===== src/rtl/alarm_irq_pkg.sv =====
package alarm_irq_pkg;
   localparam int unsigned NUM_ALARMS = 2;

   typedef enum logic {
      IRQ_SINGLE = 1'b0,
      IRQ_PULSED = 1'b1
   } irq_mode_e;
endpackage


===== src/rtl/alarm_cmp.sv =====
module alarm_cmp #(
   parameter int unsigned FIELD_W  = 8,
   parameter int unsigned N_FIELDS = 3,
   localparam int unsigned TIME_W  = FIELD_W * N_FIELDS
) (
   input  logic              tick,
   input  logic [TIME_W-1:0] now_val,
   input  logic [TIME_W-1:0] ref_val,
   output logic              hit
);
   logic [N_FIELDS-1:0] fld_eq;

   for (genvar f = 0; f < N_FIELDS; f++) begin : g_field
      assign fld_eq[f] = (now_val[f*FIELD_W +: FIELD_W] == ref_val[f*FIELD_W +: FIELD_W]);
   end

   assign hit = tick & (&fld_eq);
endmodule


===== src/rtl/alarm_flags.sv =====
module alarm_flags #(
   parameter int unsigned N = 2
) (
   input  logic         clk,
   input  logic         rst_n,
   input  logic [N-1:0] set_i,
   input  logic         clr_i,
   output logic [N-1:0] flag_o
);
   for (genvar i = 0; i < N; i++) begin : g_flag
      always_ff @(posedge clk or negedge rst_n) begin
         if (!rst_n)         flag_o[i] <= 1'b0;
         else if (set_i[i])  flag_o[i] <= 1'b1;
         else if (clr_i)     flag_o[i] <= 1'b0;
      end

      a_r5_set_wins: assert property (@(posedge clk) disable iff (!rst_n)
         set_i[i] |=> flag_o[i]);
      a_r4_clear_on_read: assert property (@(posedge clk) disable iff (!rst_n)
         (clr_i && !set_i[i]) |=> !flag_o[i]);
      a_r3_no_spurious_set: assert property (@(posedge clk) disable iff (!rst_n)
         (!set_i[i] && !flag_o[i]) |=> !flag_o[i]);
   end
endmodule


===== src/rtl/irq_pulse.sv =====
module irq_pulse #(
   parameter int unsigned PULSE_LEN = 16,
   localparam int unsigned CNT_W    = $clog2(PULSE_LEN + 1)
) (
   input  logic clk,
   input  logic rst_n,
   input  logic fire_i,
   output logic active_o
);
   logic [CNT_W-1:0] cnt_q;

   always_ff @(posedge clk or negedge rst_n) begin
      if (!rst_n)             cnt_q <= '0;
      else if (fire_i)        cnt_q <= CNT_W'(PULSE_LEN);
      else if (cnt_q != '0)   cnt_q <= cnt_q - 1'b1;
   end

   assign active_o = (cnt_q != '0);

   a_r8_pulse_load: assert property (@(posedge clk) disable iff (!rst_n)
      fire_i |=> active_o);
   a_r8_pulse_count: assert property (@(posedge clk) disable iff (!rst_n)
      (active_o && !fire_i) |=> (cnt_q == $past(cnt_q) - 1'b1));
endmodule


===== src/rtl/alarm_irq_ctrl.sv =====
module alarm_irq_ctrl
   import alarm_irq_pkg::*;
#(
   parameter int unsigned FIELD_W   = 8,
   parameter int unsigned N_FIELDS  = 3,
   parameter int unsigned PULSE_LEN = 16,
   localparam int unsigned TIME_W   = FIELD_W * N_FIELDS
) (
   input  logic              clk,
   input  logic              rst_n,
   input  logic              sec_tick,
   input  logic [TIME_W-1:0] cur_time,
   input  logic [TIME_W-1:0] alm0_val,
   input  logic [TIME_W-1:0] alm1_val,
   input  logic [1:0]        alm_en,
   input  logic              irq_mode,
   input  logic              fout_en,
   input  logic              stat_rd_clr,
   output logic [1:0]        alm_flag,
   output logic              irq_n
);
   if (FIELD_W < 1 || N_FIELDS < 1) begin : g_bad_time
      $error("alarm_irq_ctrl: time fields must be non-empty");
   end
   if (PULSE_LEN < 1) begin : g_bad_pulse
      $error("alarm_irq_ctrl: PULSE_LEN must be at least 1");
   end

   logic [TIME_W-1:0]     ref_val [NUM_ALARMS];
   logic [NUM_ALARMS-1:0] hit;
   logic                  pulse_fire;
   logic                  pulse_act;
   irq_mode_e             mode;
   logic                  irq_n_d;

   assign ref_val[0] = alm0_val;
   assign ref_val[1] = alm1_val;
   assign mode       = irq_mode_e'(irq_mode);

   for (genvar a = 0; a < NUM_ALARMS; a++) begin : g_alarm
      alarm_cmp #(.FIELD_W(FIELD_W), .N_FIELDS(N_FIELDS)) u_cmp (
         .tick    (sec_tick),
         .now_val (cur_time),
         .ref_val (ref_val[a]),
         .hit     (hit[a])
      );
   end

   alarm_flags #(.N(NUM_ALARMS)) u_flags (
      .clk    (clk),
      .rst_n  (rst_n),
      .set_i  (hit),
      .clr_i  (stat_rd_clr),
      .flag_o (alm_flag)
   );

   assign pulse_fire = (mode == IRQ_PULSED) && !fout_en && |(hit & alm_en);

   irq_pulse #(.PULSE_LEN(PULSE_LEN)) u_pulse (
      .clk      (clk),
      .rst_n    (rst_n),
      .fire_i   (pulse_fire),
      .active_o (pulse_act)
   );

   always_comb begin
      if (fout_en)                 irq_n_d = 1'b1;
      else if (mode == IRQ_PULSED) irq_n_d = !pulse_act;
      else                         irq_n_d = !(|(alm_flag & alm_en));
   end

   always_ff @(posedge clk or negedge rst_n) begin
      if (!rst_n) irq_n <= 1'b1;
      else        irq_n <= irq_n_d;
   end

   a_r10_fout_releases: assert property (@(posedge clk) disable iff (!rst_n)
      fout_en |=> irq_n);
   a_r6_single_level: assert property (@(posedge clk) disable iff (!rst_n)
      (!fout_en && !irq_mode && |(alm_flag & alm_en)) |=> !irq_n);
   a_r7_masked_quiet: assert property (@(posedge clk) disable iff (!rst_n)
      (!irq_mode && !(|(alm_flag & alm_en))) |=> irq_n);
   a_r2_match_sets: assert property (@(posedge clk) disable iff (!rst_n)
      (sec_tick && cur_time == alm1_val) |=> alm_flag[1]);
endmodule


===== config.mk =====
export PLATFORM = sky130hd
export DESIGN_NAME = alarm_irq_ctrl
export DESIGN_NICKNAME = d
export VERILOG_FILES = /design/src/rtl/alarm_irq_pkg.sv /design/src/rtl/alarm_cmp.sv /design/src/rtl/alarm_flags.sv /design/src/rtl/irq_pulse.sv /design/src/rtl/alarm_irq_ctrl.sv
export SDC_FILE = /design/constraint.sdc
export NUM_CORES = 1
export LEC_CHECK = 0
export ABC_CLOCK_PERIOD_IN_PS = 2000
export BUFFER_PORTS_ARGS = -buffer_cell sky130_fd_sc_hd__buf_4
export CORE_UTILIZATION = 39
export CTS_BUF_LIST = sky130_fd_sc_hd__clkbuf_4
export DETAILED_ROUTE_END_ITERATION = 6
export PLACE_DENSITY = 0.85
export RECOVER_POWER = 50
export SKIP_LAST_GASP = 1
export SLEW_MARGIN = 20
export SYNTH_ARGS = -nofsm -noshare
export SYNTH_HDL_FRONTEND = slang
export SYNTH_SLANG_ARGS = --single-unit

===== constraint.sdc =====
create_clock -name clk -period 2 [get_ports clk]
set_input_delay 0.2 -clock clk [delete_from_list [all_inputs] [get_ports clk]]
set_output_delay 0.2 -clock clk [all_outputs]
set_load 0.01 [all_outputs]

* Word-level counts from Yosys, hierarchy flattened *
Index checks and enable logic that the tools add are counted.

storage, ports and cells
  output and inout bits = 3
  bits of input ports = 80
  register bits = 8

cells by class
  add/sub/neg operators = 1
  bitwise operators = 4
  reductions and logical operators = 13
  multiplexer cells = 7
  equality and inequality tests = 6

operators by type and width
  kind                                                                number
  8-bit equality test                                                 6
  5-bit 2-to-1 mux                                                    2
  3-bit AND reduction                                                 2
  2-bit nonzero test                                                  3
  1-bit 2-to-1 mux                                                    5
  5-bit nonzero test                                                  1
  5-bit by 1-bit subtractor with 5-bit output, second input constant  1
  2-bit bitwise AND                                                   2
  2-bit OR reduction                                                  2
  1-bit logical NOT                                                   3
  1-bit bitwise AND                                                   2
  1-bit logical AND                                                   2

* Logic depth before layout (Yosys ltp) *
  depth in word-level cells = 7
  gate-level depth with buffers = 6
  gate-level depth less buffers = 6

* Hierarchy *
A second synthesis with hierarchy kept.

second synthesis, totals
  cells, all modules = 102
  area total of the unflattened synthesis = 937.1 um^2

modules (own cells, without submodules)
  module          area each (um^2)  times used  cells each
  alarm_cmp       269.0             2           33
  irq_pulse       261.5             1           25
  alarm_flags     68.8              1           5
  alarm_irq_ctrl  68.8              1           6

* Worst setup path after synthesis *
OpenSTA, ideal clock, no wires.

  path kind = reg2reg
  from = reg u_pulse.cnt_q[0]
  to = reg u_pulse.cnt_q[3]
  setup time = 0.120 ns
  setup slack = 0.566 ns
  cell stages (with the launch flop) = 7
  data arrival time = 1.313 ns
  period minus slack after synthesis = 1.434 ns
  path through = dfrtp_1 -> inv_1 -> ha_1 -> nor4b_2 -> nor4_1 -> xnor2_1 -> nor2_1

on the way
  cells in the longest elaborated chain, start to end = 3
  elaborated cells between the ends (all ways) = 5
  classes of those cells = 1 x add/sub; 2 x mux; 2 x reduce/logical

ends and longest elaborated chain
  element                                      line             RTL
  start, declared                              irq_pulse.sv:10  logic [CNT_W-1:0] cnt_q;
  start signal, assigned                       irq_pulse.sv:14  else if (fire_i) cnt_q <= CNT_W'(PULSE_LEN);
  start signal, assigned                       irq_pulse.sv:15  else if (cnt_q != '0) cnt_q <= cnt_q - 1'b1;
  5-bit by 1-bit subtractor with 5-bit output  irq_pulse.sv:15
  5-bit 2-to-1 mux                             irq_pulse.sv:15
  5-bit 2-to-1 mux                             irq_pulse.sv:14

Parallel ways exist; a longest one is shown, timed or not. The select of a mux whose other input is x is not followed.
A chain may end at the register's enable or synchronous reset.

* Worst setup path in the final report *
Ends and elaborated chain as after synthesis.

==> run_results.csv <==
group,metric,value,unit
status,outcome,"completed",
worst_setup_path,setup.worst_path.start,"u_pulse.cnt_q[0]",
synth,synth_nets,186,
synth,ys_warn_count,0,
sta,hold_ws,0.122,ns
clock_tree,h-tree-depth,1,
floorplan,die_area,2610,um^2
pwr,power,0.911,mW
worst_setup_path,startpoint_type,"flip-flop",
global_route,grt_max_degree,9,
floorplan,start_util,42.0,%
clock_tree,worstSkewPairLatency,0.27,ns
cells_and_area,multi_input_area,722,um^2
floorplan,core,2230,um^2
sta,slew_violations,0,
place,gp_congestion,0.723,
sta,max_slew_margin,70.8,%
worst_setup_path,crit_required,2.15,ns
drt,dr.first_iter.drc_count,7,
sta,finalSetupTns,0,ns
clock_tree,path_clk_slew,0.06,ns
synth,synth_cell_types,21,
place,placed_cell_area,1600,um^2
drt,vias,1064,
global_route,first_global_vias,1097,
global_route,overflow,0,
synth,syn_area,938,um^2
worst_setup_path,critPathKind,"flip-flop to flip-flop",
global_route,met1_usage,21.6,%
pwr,leakagePower,0.698,nW
clock_tree,cts_buffers,3,
synth,syn_area_per_cell,9.02,um^2
sta,setup_viol,0,
cells_and_area,drive_above_1_share,45.8,%
sta,rsz0062_at_grt,"no",
global_route,gr-usage-met3,5.36,%
clock_tree,clk_path_buf_depth,2,
worst_setup_path,r2r-end,"u_pulse.cnt_q[3]",
worst_setup_path,arrival,1.73,ns
worst_setup_path,r2r_start,"u_pulse.cnt_q[0]",
synth,ys_seq_area_share,21.5,%
floorplan,die_h,51.1,um
clock_tree,clockRootBuffer,"clkbuf_4",
drt,first_pass_iters,4,
drt,drtAntennaViolNets,0,
floorplan,die_x,51.1,um
run,maxCapViolations,0,
drt,wire_per_inst,12.5,um
cells_and_area,regArea,201,um^2
hold_path,hp-class,"input port to flip-flop",
sta,worst_slew_pin_slew,0.439,ns
drt,drc,0,
clock_tree,post_cts_buffers,0,
cells_and_area,syn2layout_area_growth,73.6,%
global_route,grt_use_total,22.5,%
pwr,irDropWorstVdd,0.503,mV
worst_setup_path,reg2reg_slack,0.43,ns
sta,max_clock_freq,0.636,GHz
place,place_hpwl,2.53,mm
global_route,gr-max-usage-layer,"met2",
clock_tree,cts_tree,"yes",
global_route,grt_use_met2,43.6,%
place,place_ws,0.357,ns
drt,routed_via_density,4.84,
sta,timing.final.ws_setup,0.427,ns
clock_tree,cts_sinks,8,
worst_setup_path,worstSetupEndpointType,"flip-flop",
cells_and_area,fill_cells,165,
sta,timing.final.crit_period,1.57,ns
global_route,grt_pass1_wl,4.29,mm
sta,skew,0.00916,ns
place,io_buffers,82,
floorplan,rows,17,
synth,syn_inst,104,
drt,drt-total-wl,2.75,mm
cells_and_area,final_area,1630,um^2
clock_tree,postCtsResizedCells,0,
floorplan,io_pins,83,
cells_and_area,final_core_util,72.9,%
worst_setup_path,cp-endpoint,"u_pulse.cnt_q[3]",
cells_and_area,n_antenna_cell,0,
clock_tree,ctsHoldBuffers,1,
cells_and_area,layout.cells.non_filler,220,
pwr,powerDensity,559,nW/um^2
cells_and_area,nNetsFinal,275,
place,dp.cells,215,
worst_setup_path,r2r_cells,7,
sta,finalHoldViolations,0,
worst_setup_path,path_max_fanout,6,
global_route,antenna_found_initial,0,
synth,ys_seq_elements,8,
sta,fin_crit_sh,78.6,%
## worst min-delay path by stage
stage / from / end / slack, ns / depth (start not counted)
final: stat_rd_clr / u_flags.flag_o[1] / 0.12 / 2
after CTS: stat_rd_clr / u_flags.flag_o[1] / 0.11 / 2
after floorplan: rst_n / u_flags.flag_o[0] / -0.1 / 0
after global placement: rst_n / u_pulse.cnt_q[2] / 0.02 / 1
after global routing: stat_rd_clr / u_flags.flag_o[1] / 0.11 / 2
after detailed placement: rst_n / u_pulse.cnt_q[2] / 0.02 / 1
## power breakdown
group          internal (mW)  switching [mW]  leakage (nW)
Clock                 0.0904          0.0627        0.0184
Sequential             0.220          0.0510        0.0981
Combinational          0.284           0.203         0.582
Total                  0.594           0.316         0.698
## worst max-delay path, cell delays in order, from the launching register on
cell and delay [ns]:
dfrtp_1 0.34, inv_1 0.08, ha_1 0.22, nor4b_2 0.17, buf_4 0.16, nor4_1 0.23
xnor2_1 0.18, nor2_1 0.08
## synthesized netlist by cell type
master | n | area (um^2)
nor2_1 | 5 | 18.8
or4b_1 | 2 | 20.0
a22o_1 | 1 | 8.76
dfrtp_1 | 7 | 175
inv_1 | 4 | 15.0
o21ai_0 | 1 | 5.00
a21oi_1 | 1 | 5.00
nand4_1 | 10 | 62.6
dfstp_2 | 1 | 26.3
nor4_2 | 1 | 12.5
nand3b_1 | 2 | 15.0
ha_1 | 2 | 25.0
a211o_1 | 2 | 17.5
nand3_1 | 2 | 10.0
xnor2_1 | 51 | 447
nor3_1 | 2 | 10.0
a221oi_1 | 1 | 8.76
nor4b_2 | 1 | 15.0
nand2_1 | 3 | 11.3
nor4_1 | 4 | 25.0
o21ai_1 | 1 | 5.00
## registers in the layout, summed over array words and instances, names as in the netlist
| register | flops |
|---|---|
| irq_n | 1 |
| u_pulse.cnt_q | 5 |
| u_flags.flag_o | 2 |
## final cells by class
| cell class | count | area share (%) |
|---|---|---|
| Timing Repair Buffer | 84 | 38.4 |
| Clock buffer | 4 | 1.84 |
| Inverter | 4 | 0.922 |
| Multi-Input combinational cell | 92 | 44.3 |
| Sequential cell | 8 | 12.4 |
| Tap cell | 28 | 2.15 |
## per-layer routing
layer  routed length (um)  share of wire [%]
met1                  926                 34
met2                 1560                 57
met3                  216                7.9
met4                   44                1.6
met5                    0                  0
## cells by family (layout without fill, tap and decap cells)
family	Yosys count	count (layout)	synth area share [%]
fa+ha+maj	2	2	2.67
buf+inv	4	92	1.60
xor+xnor	51	51	47.6
flops	8	8	21.5
compound gates	7	7	5.33
simple gates	32	32	21.3
## layout by cell type (no fill, tap or decap), drive strengths merged, types with 3 or more instances in the layout
cell,instances
clkbuf,6
dfrtp,7
nor4,5
inv,4
nand4,10
buf,81
nor2,5
xnor2,51
nand2,3
Power figures use the tool's default switching activity.
